$ cat config.mk
export PLATFORM = sky130hd
export DESIGN_NAME = hostreg_access
export DESIGN_NICKNAME = d
export VERILOG_FILES = /design/src/rtl/hra_pkg.sv /design/src/rtl/hra_sat_counter.sv /design/src/rtl/hra_write_decode.sv /design/src/rtl/hra_read_mux.sv /design/src/rtl/hostreg_access.sv
export SDC_FILE = /design/constraint.sdc
export NUM_CORES = 1
export LEC_CHECK = 0
export ABC_AREA = 1
export BUFFER_PORTS_ARGS = -buffer_cell sky130_fd_sc_hd__clkbuf_2
export CAP_MARGIN = 40
export CORE_ASPECT_RATIO = 1.25
export CORE_MARGIN = 5
export CORE_UTILIZATION = 53
export DETAILED_ROUTE_END_ITERATION = 10
export GPL_TIMING_DRIVEN = 0
export MAX_ROUTING_LAYER = met4
export PLACE_DENSITY = 0.81
export SYNTH_ARGS = -nofsm -noshare
export SYNTH_HDL_FRONTEND = slang
export SYNTH_SLANG_ARGS = --single-unit
export TNS_END_PERCENT = 10
$ cat constraint.sdc
create_clock -name clk -period 1.8 [get_ports clk]
set_input_delay 0 -clock clk [delete_from_list [all_inputs] [get_ports clk]]
set_output_delay 0 -clock clk [all_outputs]
set_load 0.005 [all_outputs]
$ cat src/rtl/hra_pkg.sv
package hra_pkg;
  localparam int unsigned HALF_W = 16;

  // Transmit counter load condition (data enable plus address qualifier)
  function automatic logic tc_load_req(input logic reg_wr, input logic mem_wr,
                                       input logic a_tc, input logic a_inc,
                                       input logic en_bit);
    return en_bit & ((reg_wr & (a_tc | a_inc)) | (mem_wr & a_inc));
  endfunction

  // Transmit increment request from either write kind
  function automatic logic inc_req(input logic reg_wr, input logic mem_wr,
                                   input logic a_inc);
    return (reg_wr | mem_wr) & a_inc;
  endfunction
endpackage

$ cat src/rtl/hra_sat_counter.sv
module hra_sat_counter #(
  parameter int W = 16
) (
  input  logic         clk,
  input  logic         rst_n,
  input  logic         clr,
  input  logic         evt,
  output logic [W-1:0] q
);
  localparam logic [W-1:0] MAXV = '1;

  always_ff @(posedge clk or negedge rst_n) begin
    if (!rst_n)                   q <= '0;
    else if (clr)                 q <= '0;
    else if (evt && q != MAXV)    q <= q + 1'b1;
  end
endmodule

$ cat src/rtl/hra_write_decode.sv
module hra_write_decode import hra_pkg::*; #(
  parameter int NGEN   = 3,
  parameter int EN_BIT = 15
) (
  input  logic            reg_wr,
  input  logic            mem_wr,
  input  logic [NGEN-1:0] wr_mask,
  input  logic            wr_tc_sel,
  input  logic            wr_inc,
  input  logic            en_bit,
  output logic [NGEN-1:0] gen_we,
  output logic            tc_load,
  output logic            inc_evt
);
  for (genvar i = 0; i < NGEN; i++) begin : g_we
    assign gen_we[i] = reg_wr & wr_mask[i];
  end

  assign tc_load = tc_load_req(reg_wr, mem_wr, wr_tc_sel, wr_inc, en_bit);
  assign inc_evt = inc_req(reg_wr, mem_wr, wr_inc);
endmodule

$ cat src/rtl/hra_read_mux.sv
module hra_read_mux import hra_pkg::*; #(
  parameter int NGEN  = 3,
  parameter int NSTAT = 3,
  parameter int CNT_W = 16,
  parameter int FRC_W = 16,
  parameter int LSW   = 3,
  parameter int HSW   = 2
) (
  input  logic [NGEN*HALF_W-1:0]  gen_flat,
  input  logic [HALF_W-1:0]       tc_val,
  input  logic [FRC_W-1:0]        frc_val,
  input  logic [CNT_W-1:0]        viol_val,
  input  logic [CNT_W-1:0]        hec_val,
  input  logic [NSTAT*HALF_W-1:0] status_flat,
  input  logic [LSW-1:0]          lo_sel,
  input  logic [HSW-1:0]          hi_sel,
  output logic [2*HALF_W-1:0]     word
);
  logic [HALF_W-1:0] lo_word, hi_word;

  always_comb begin
    lo_word = '0;
    for (int i = 0; i < NGEN; i++)
      if (lo_sel == LSW'(i)) lo_word = gen_flat[i*HALF_W +: HALF_W];
    if (lo_sel == LSW'(NGEN))     lo_word = tc_val;
    if (lo_sel == LSW'(NGEN + 1)) lo_word = HALF_W'(frc_val);
    if (lo_sel == LSW'(NGEN + 2)) lo_word = HALF_W'(viol_val);
    if (lo_sel == LSW'(NGEN + 3)) lo_word = HALF_W'(hec_val);
  end

  always_comb begin
    hi_word = '0;
    for (int k = 0; k < NSTAT; k++)
      if (hi_sel == HSW'(k + 1)) hi_word = status_flat[k*HALF_W +: HALF_W];
  end

  assign word = {hi_word, lo_word};
endmodule

$ cat src/rtl/hostreg_access.sv
module hostreg_access import hra_pkg::*; #(
  parameter int NGEN   = 3,
  parameter int NSTAT  = 3,
  parameter int CNT_W  = 16,
  parameter int FRC_W  = 16,
  parameter int EN_BIT = 15,
  localparam int LSW   = $clog2(NGEN + 5),
  localparam int HSW   = $clog2(NSTAT + 1)
) (
  input  logic                    clk,
  input  logic                    rst_n,
  input  logic                    rd_stb,
  input  logic [LSW-1:0]          rd_lo_sel,
  input  logic [HSW-1:0]          rd_hi_sel,
  input  logic                    rd_noreload,
  input  logic                    rd_clear,
  input  logic                    reg_wr,
  input  logic                    mem_wr,
  input  logic [NGEN-1:0]         wr_mask,
  input  logic                    wr_tc_sel,
  input  logic                    wr_inc,
  input  logic [31:0]             wr_data,
  input  logic                    viol_evt,
  input  logic                    hec_evt,
  input  logic [NSTAT*HALF_W-1:0] status_in,
  output logic [31:0]             rd_data,
  output logic [31:0]             timestamp,
  output logic                    arm_reload,
  output logic                    tx_inc,
  output logic [NGEN*HALF_W-1:0]  cfg_q,
  output logic [HALF_W-1:0]       tc_q
);
  // Named internal events (also observed by the bound checker)
  logic [NGEN-1:0]   gen_we;
  logic              tc_load;
  logic              inc_evt;
  logic              clr_evt;
  logic              reload_evt;
  logic [FRC_W-1:0]  frc_q;
  logic [CNT_W-1:0]  viol_q, hec_q;
  logic [31:0]       rd_word;
  logic [1:0]        cnt_evt;
  logic [1:0][CNT_W-1:0] cnt_q;

  assign clr_evt    = rd_stb & rd_clear & (rd_hi_sel != '0);
  assign reload_evt = rd_stb & ~rd_noreload & (rd_lo_sel == '0);

  hra_write_decode #(.NGEN(NGEN), .EN_BIT(EN_BIT)) u_wdec (
    .reg_wr   (reg_wr),
    .mem_wr   (mem_wr),
    .wr_mask  (wr_mask),
    .wr_tc_sel(wr_tc_sel),
    .wr_inc   (wr_inc),
    .en_bit   (wr_data[EN_BIT]),
    .gen_we   (gen_we),
    .tc_load  (tc_load),
    .inc_evt  (inc_evt)
  );

  // Two saturating event counters share one clear
  assign cnt_evt = {hec_evt, viol_evt};
  for (genvar c = 0; c < 2; c++) begin : g_cnt
    hra_sat_counter #(.W(CNT_W)) u_cnt (
      .clk  (clk),
      .rst_n(rst_n),
      .clr  (clr_evt),
      .evt  (cnt_evt[c]),
      .q    (cnt_q[c])
    );
  end
  assign viol_q = cnt_q[0];
  assign hec_q  = cnt_q[1];

  // General registers, one enable each
  for (genvar i = 0; i < NGEN; i++) begin : g_gen
    always_ff @(posedge clk or negedge rst_n) begin
      if (!rst_n)         cfg_q[i*HALF_W +: HALF_W] <= '0;
      else if (gen_we[i]) cfg_q[i*HALF_W +: HALF_W] <= wr_data[HALF_W-1:0];
    end
  end

  hra_read_mux #(
    .NGEN(NGEN), .NSTAT(NSTAT), .CNT_W(CNT_W), .FRC_W(FRC_W),
    .LSW(LSW), .HSW(HSW)
  ) u_rmux (
    .gen_flat   (cfg_q),
    .tc_val     (tc_q),
    .frc_val    (frc_q),
    .viol_val   (viol_q),
    .hec_val    (hec_q),
    .status_flat(status_in),
    .lo_sel     (rd_lo_sel),
    .hi_sel     (rd_hi_sel),
    .word       (rd_word)
  );

  always_ff @(posedge clk or negedge rst_n) begin
    if (!rst_n) begin
      frc_q      <= '0;
      tc_q       <= '0;
      rd_data    <= '0;
      arm_reload <= 1'b0;
      tx_inc     <= 1'b0;
    end else begin
      frc_q      <= frc_q + 1'b1;
      arm_reload <= reload_evt;
      tx_inc     <= inc_evt;
      if (rd_stb)  rd_data <= rd_word;
      if (tc_load) tc_q    <= wr_data[31:16];
    end
  end

  assign timestamp = {status_in[HALF_W-1:0], HALF_W'(frc_q)};
endmodule

Yosys cells after proc, flatten, opt, wreduce, memory -nomap -nowiden
Cells that the tools add are included.
Widths: inputs -> output; s select.
{ "op_classes": {"n_bitwise": 15, "eq_ne": 11, "addsub": 3, "mux": 14, "n_reduce_logical": 6} }
{ "ops": {"columns": ["operator", "count"], "rows": [
  ["$mux 16", 14],
  ["$add 16x1->16 const B", 3],
  ["$ne 16x16->1 const B", 2],
  ["$and 1x1->1", 11],
  ["$eq 3x3->1 const B", 3],
  ["$eq 3x2->1 const B", 2],
  ["$reduce_bool 2->1", 3],
  ["$eq 2x2->1 const B", 2],
  ["$eq 3x1->1 const B", 1],
  ["$logic_not 3->1", 1],
  ["$or 1x1->1", 3],
  ["$eq 2x1->1 const B", 1],
  ["$logic_and 1x1->1", 2],
  ["$not 1->1", 1]
]} }
{ "word_totals": {"output_inout_bits": 130, "word_cells": 59, "regBits": 146, "inputBits": 99} }

Logic depth before layout (Yosys ltp)
{ "logic_depth": {"ltp_word": 8, "mapped_depth": 10, "depth_no_buf": 9} }

By module
A second synthesis with hierarchy kept.
{ "unflattened": {"hier_cells": 886, "hier_area_um2": 7970.1} }
{ "by_module_without_submodules": {"columns": ["mod", "area_each_um2", "seq_area_each_um2", "cells_each", "n_inst"], "rows": [
  ["hostreg_access", 4553.1, 2852.7, 314, 1],
  ["hra_sat_counter", 1037.2, 400.4, 144, 2],
  ["hra_read_mux", 1295.0, 0.0, 273, 1],
  ["hra_write_decode", 47.5, 0.0, 11, 1]
]} }

Worst setup path after synthesis
No wires, ideal clock.
{ "synth_path": {"path_kind": "reg2reg", "start": "register g_cnt[1].u_cnt.q[0]", "end": "register g_cnt[1].u_cnt.q[12]", "t_arrival_ns": 1.442, "required_ns": 1.674, "path_buffers": 1, "slack_ns": 0.233, "setup_time_ns": 0.126, "stages_incl_launch_ff": 10, "path_cell_list": "dfrtp_1 -> ha_1 -> inv_1 -> nor2_2 -> nand2_1 -> nor2_1 -> nor2_2 -> nor2_2 -> buf_4 -> o21ai_0"} }
{ "synth_via": {"elab_chain_len": 3} }
{ "synth_lines": {"columns": ["element", "line", "rtl"], "rows": [
  ["from (decl)", "hra_sat_counter.sv:8", "output logic [W-1:0] q"],
  ["from (signal assigned)", "hra_sat_counter.sv:15", "else if (evt && q != MAXV) q <= q + 1'b1;"],
  ["$add 16x1->16 / $ne 16x16->1 (equally long branches)", "hra_sat_counter.sv:15", null],
  ["$mux 16 / $logic_and 1x1->1 (equally long branches)", "hra_sat_counter.sv:15", null],
  ["$mux 16 / $reduce_bool 2->1 (equally long branches)", null, null]
]} }
Several ways; a longest one is shown, not always the timed one. The select of a mux whose other input is x is not followed.
A chain may end at the register's enable or synchronous reset.

Worst setup path after layout
{ "layout_path": {"start": "input mem_wr", "end": "register tc_q[14]"} }
{ "layout_via": {"elab_chain_len": 3} }
{ "layout_lines": {"columns": ["element", "line", "rtl"], "rows": [
  ["from (decl)", "hostreg_access.sv:18", "input logic mem_wr,"],
  ["$and 1x1->1", "hra_pkg.sv:8", "return en_bit & ((reg_wr & (a_tc | a_inc)) | (mem_wr & a_inc));"],
  ["$or 1x1->1", "hra_pkg.sv:8", null],
  ["$and 1x1->1", "hra_pkg.sv:8", null],
  ["to (signal assigned)", "hostreg_access.sv:109", "if (tc_load) tc_q <= wr_data[31:16];"],
  ["to (decl)", "hostreg_access.sv:31", "output logic [HALF_W-1:0] tc_q"]
]} }
No other way between the ends.

==> results.md <==
- Commonest non-fill, non-tap cell in the layout: nand2_1
- Worst r2r src: g_cnt[1].u_cnt.q[1]
- Final setup violation count: 0
- Worst Setup End Kind: flip-flop
- Slew headroom: 0.566
- Dpl cells: ~1400
- Non-Filler Instances: approximately 1500
- Synth Instances: a little over 1000
- EDFF count, synth: 0
- Hold Crit Start: reg_wr
- Die height: about 150 um
- Crit-path slowest cell: dlygate4sd3_1
- DRC: 0
- Fin. Hold Viols: 0
- Worst skew pair latency: approximately 430 ps
- Critical path startpoint category: primary input
- Maximum VDD drop: roughly 0.66 mV
- Max Cap Viol: 0
- CP Cell Sequence: dlygate4sd3_1 -> clkbuf_2 -> o21ai_0 -> nand2_1 -> nand2_1 -> buf_4 -> mux2_2
- Filler cells: between 1000 and 1500
- Global-route wire length before repair: between 40000 and 50000 um
- Die ar.: between 15000 and 20000 sq um
- Worst EP required: approximately 2100 ps
- Nets: between 1000 and 1500
- Slew @ Worst Pin: 651 ps
- Register area share after synthesis: 0.462
- 1st-pass router iterations: 5
- Vias/cell: between 5 and 6
- Starting density of the core: 0.533
- Final core occ: 0.719
- Hold WC Path Type: primary input to flip-flop
- Share of cells above drive strength 1: 0.247
- CTS tree: built
- Crit-path most repeated cell: nand2_1
- Most frequent cells in the layout: nand2_1 (304), clkbuf_2 (222), dfrtp_1 (143)
- Mapped Area: 7910 sq um
- Worst hold path depth: 4
- CTS buffer count: 17
- Fin. max-slew vios: 0
- I/O pins: 229
- Synthesized Nets: 1122
- Crit-path max FO: 10
- Rows: 50
- CP peak stage delay: 550 ps
- Total power: approximately 9100 uW
- Clock transition at path regs: roughly 60 ps
- Cell family with most CP delay: buffers and inverters
- H-tree depth: 4
- Worst R2R Path Depth: 10
- WHS: 29.6 ps
- Synth Flop Type: dfrtp_1
- FF-to-FF End: g_cnt[1].u_cnt.q[5]
- Hold EP: cfg_q[1]
- Total clock sinks: approximately 150
- Clock skew: about 5.9 ps
- FF+latch count, synth: about 150
- Area Overhead vs Synth: 34.9%
- Max Clock Freq: 0.569 GHz
- Setup slack, reg-to-reg: ~120 ps
- Antenna viol nets, final: 0
- First DRT Iteration DRCs: ~600
- CP bufs+invs: 3
- Static Leak: ~0.0055 uW
- Final min period: 1760 ps
- Grt ovf: 0
- Diode count: 0
- Synth cell types: 31
- Total global-route track usage: 0.318
- Floorplan Core Area: about 15000 sq um
- DIE WIDTH: 119 um
- Via count: about 8500
- Clk root buf: clkbuf_16
- Vias in the first global route: 8657
- Final worst-path cycle share: 0.976
- CP arrival: between 2000 and 2500 ps
- DR WL/cell: 17.4 um
- Synth async-reset ratio: 1.00
- DP HPWL: 19000 um
- Antenna violations before repair: 0
- Avg Inst Size Synth: approximately 7.8 sq um
- CTS max path bufs: 2
- Pin count of the biggest net entering global routing: about 110
- Kind of critical path: primary input to flip-flop
- Critical Path Start: mem_wr
- Area post-placement: about 9300 sq um
- Fin area: approximately 11000 sq um
- Final GP Congestion: between 0.9 and 1
- Pwr dens: around 860 nW/um^2
- Port Buffer Count: around 220
- WL final: 26700 um
- Status: finished clean
- Synth warnings: 0
==> flip-flops by register name (all words and copies together), names as in the netlist <==
name and flops:
rd_data 32, g_cnt.u_cnt.q 32, arm_reload 1, frc_q 16
tc_q 16, cfg_q 48, tx_inc 1
==> per-stage QoR <==
step / setup slack (ps) / setup TNS, ps
after floorplan: 233 / 0
after global placement: -1770 / -257450
after detailed placement: -21.2 / -40.1
after CTS: 5.69 / 0
after global routing: -0.531 / -0.531
final: 43.5 / 0
==> how the worst max path moves through the flow <==
stage / to / slack [ps] / cells past startpoint
global placement: cfg_q[20] / -1770 / 1
detailed placement: g_cnt[1].u_cnt.q[12] / -20 / 9
CTS: g_cnt[0].u_cnt.q[5] / 6 / 10
finish: tc_q[14] / 40 / 7
floorplan: g_cnt[1].u_cnt.q[12] / 230 / 9
global route: g_cnt[1].u_cnt.q[10] / -0.5 / 10
==> per-layer routing <==
metal / part of all wire / vias to the layer above / track usage
li1: - / 3976 / -
met1: 0.37 / 4013 / 0.352
met2: 0.52 / 397 / 0.557
met3: 0.067 / 87 / 0.0616
met4: 0.040 / 0 / 0.132
met5: 0 / - / -
==> Yosys cell counts (4+ instances only) <==
master | instances | area (sq um)
o21ai_0 | 51 | 255
buf_4 | 21 | 158
nor3_1 | 5 | 25.0
clkbuf_1 | 27 | 101
inv_1 | 85 | 319
a21oi_1 | 8 | 40.0
nand2_1 | 304 | 1140
xor2_1 | 21 | 184
nand3_1 | 83 | 415
buf_1 | 5 | 18.8
dfrtp_1 | 146 | 3650
o21bai_1 | 4 | 30.0
mux2_2 | 16 | 180
a41oi_1 | 16 | 140
nand4_1 | 73 | 457
nor2_1 | 105 | 394
buf_2 | 12 | 60.1
xnor2_1 | 5 | 43.8
nand3b_1 | 4 | 30.0
nor2_2 | 6 | 37.5
==> power by group <==
| group | switching (uW) | total [uW] | internal [uW] |
|---|---|---|---|
| combinational | 921 | 1710 | 786 |
| clock | 1440 | 3510 | 2070 |
| sequential | 297 | 3910 | 3620 |
==> worst reg2reg max path, cell delays in order, from the launching register on <==
cell and delay (ps):
dfrtp_1 440, ha_4 190, inv_1 70, nor2_4 160, nand2_1 100, nor2_1 140
nor2_2 70, nor2_2 90, buf_4 190, nand2_1 80, nand2_1 70
==> layout make-up <==
type / count / area [sq um] / area share
sequential: 146 / 3660 / 0.343
timing repair buffer: 302 / 1920 / 0.180
clock inverter: 12 / 134 / 0.0126
buffer: 68 / 374 / 0.0351
tap: 182 / 228 / 0.0213
multi-input combinational: 719 / 3580 / 0.336
inverter: 87 / 327 / 0.0306
clock buffer: 19 / 443 / 0.0415
==> what timing repair did <==
| item | 4_1_cts | 5_1_grt |
|---|---|---|
| resized for setup | 3 | 5 |
| endpoints found under the hold margin | 232 | 0 |
| hold buffers | 74 | 0 |
| buffers inserted | 0 | 4 |
| endpoints found under the setup margin | 26 | 31 |
| pin swaps | 0 | 1 |
==> cells by family (layout without fill, tap and decap cells) <==
kind of cell	after synthesis	after routing	share of synthesized area
buf+inv	155	488	0.0886
mux	16	16	0.0228
xor+xnor	26	26	0.0288
simple gates	591	591	0.331
compound gates	83	83	0.0617
flops	146	146	0.462
fa+ha+maj	3	3	0.00475
Power figures use the tool's default switching activity.
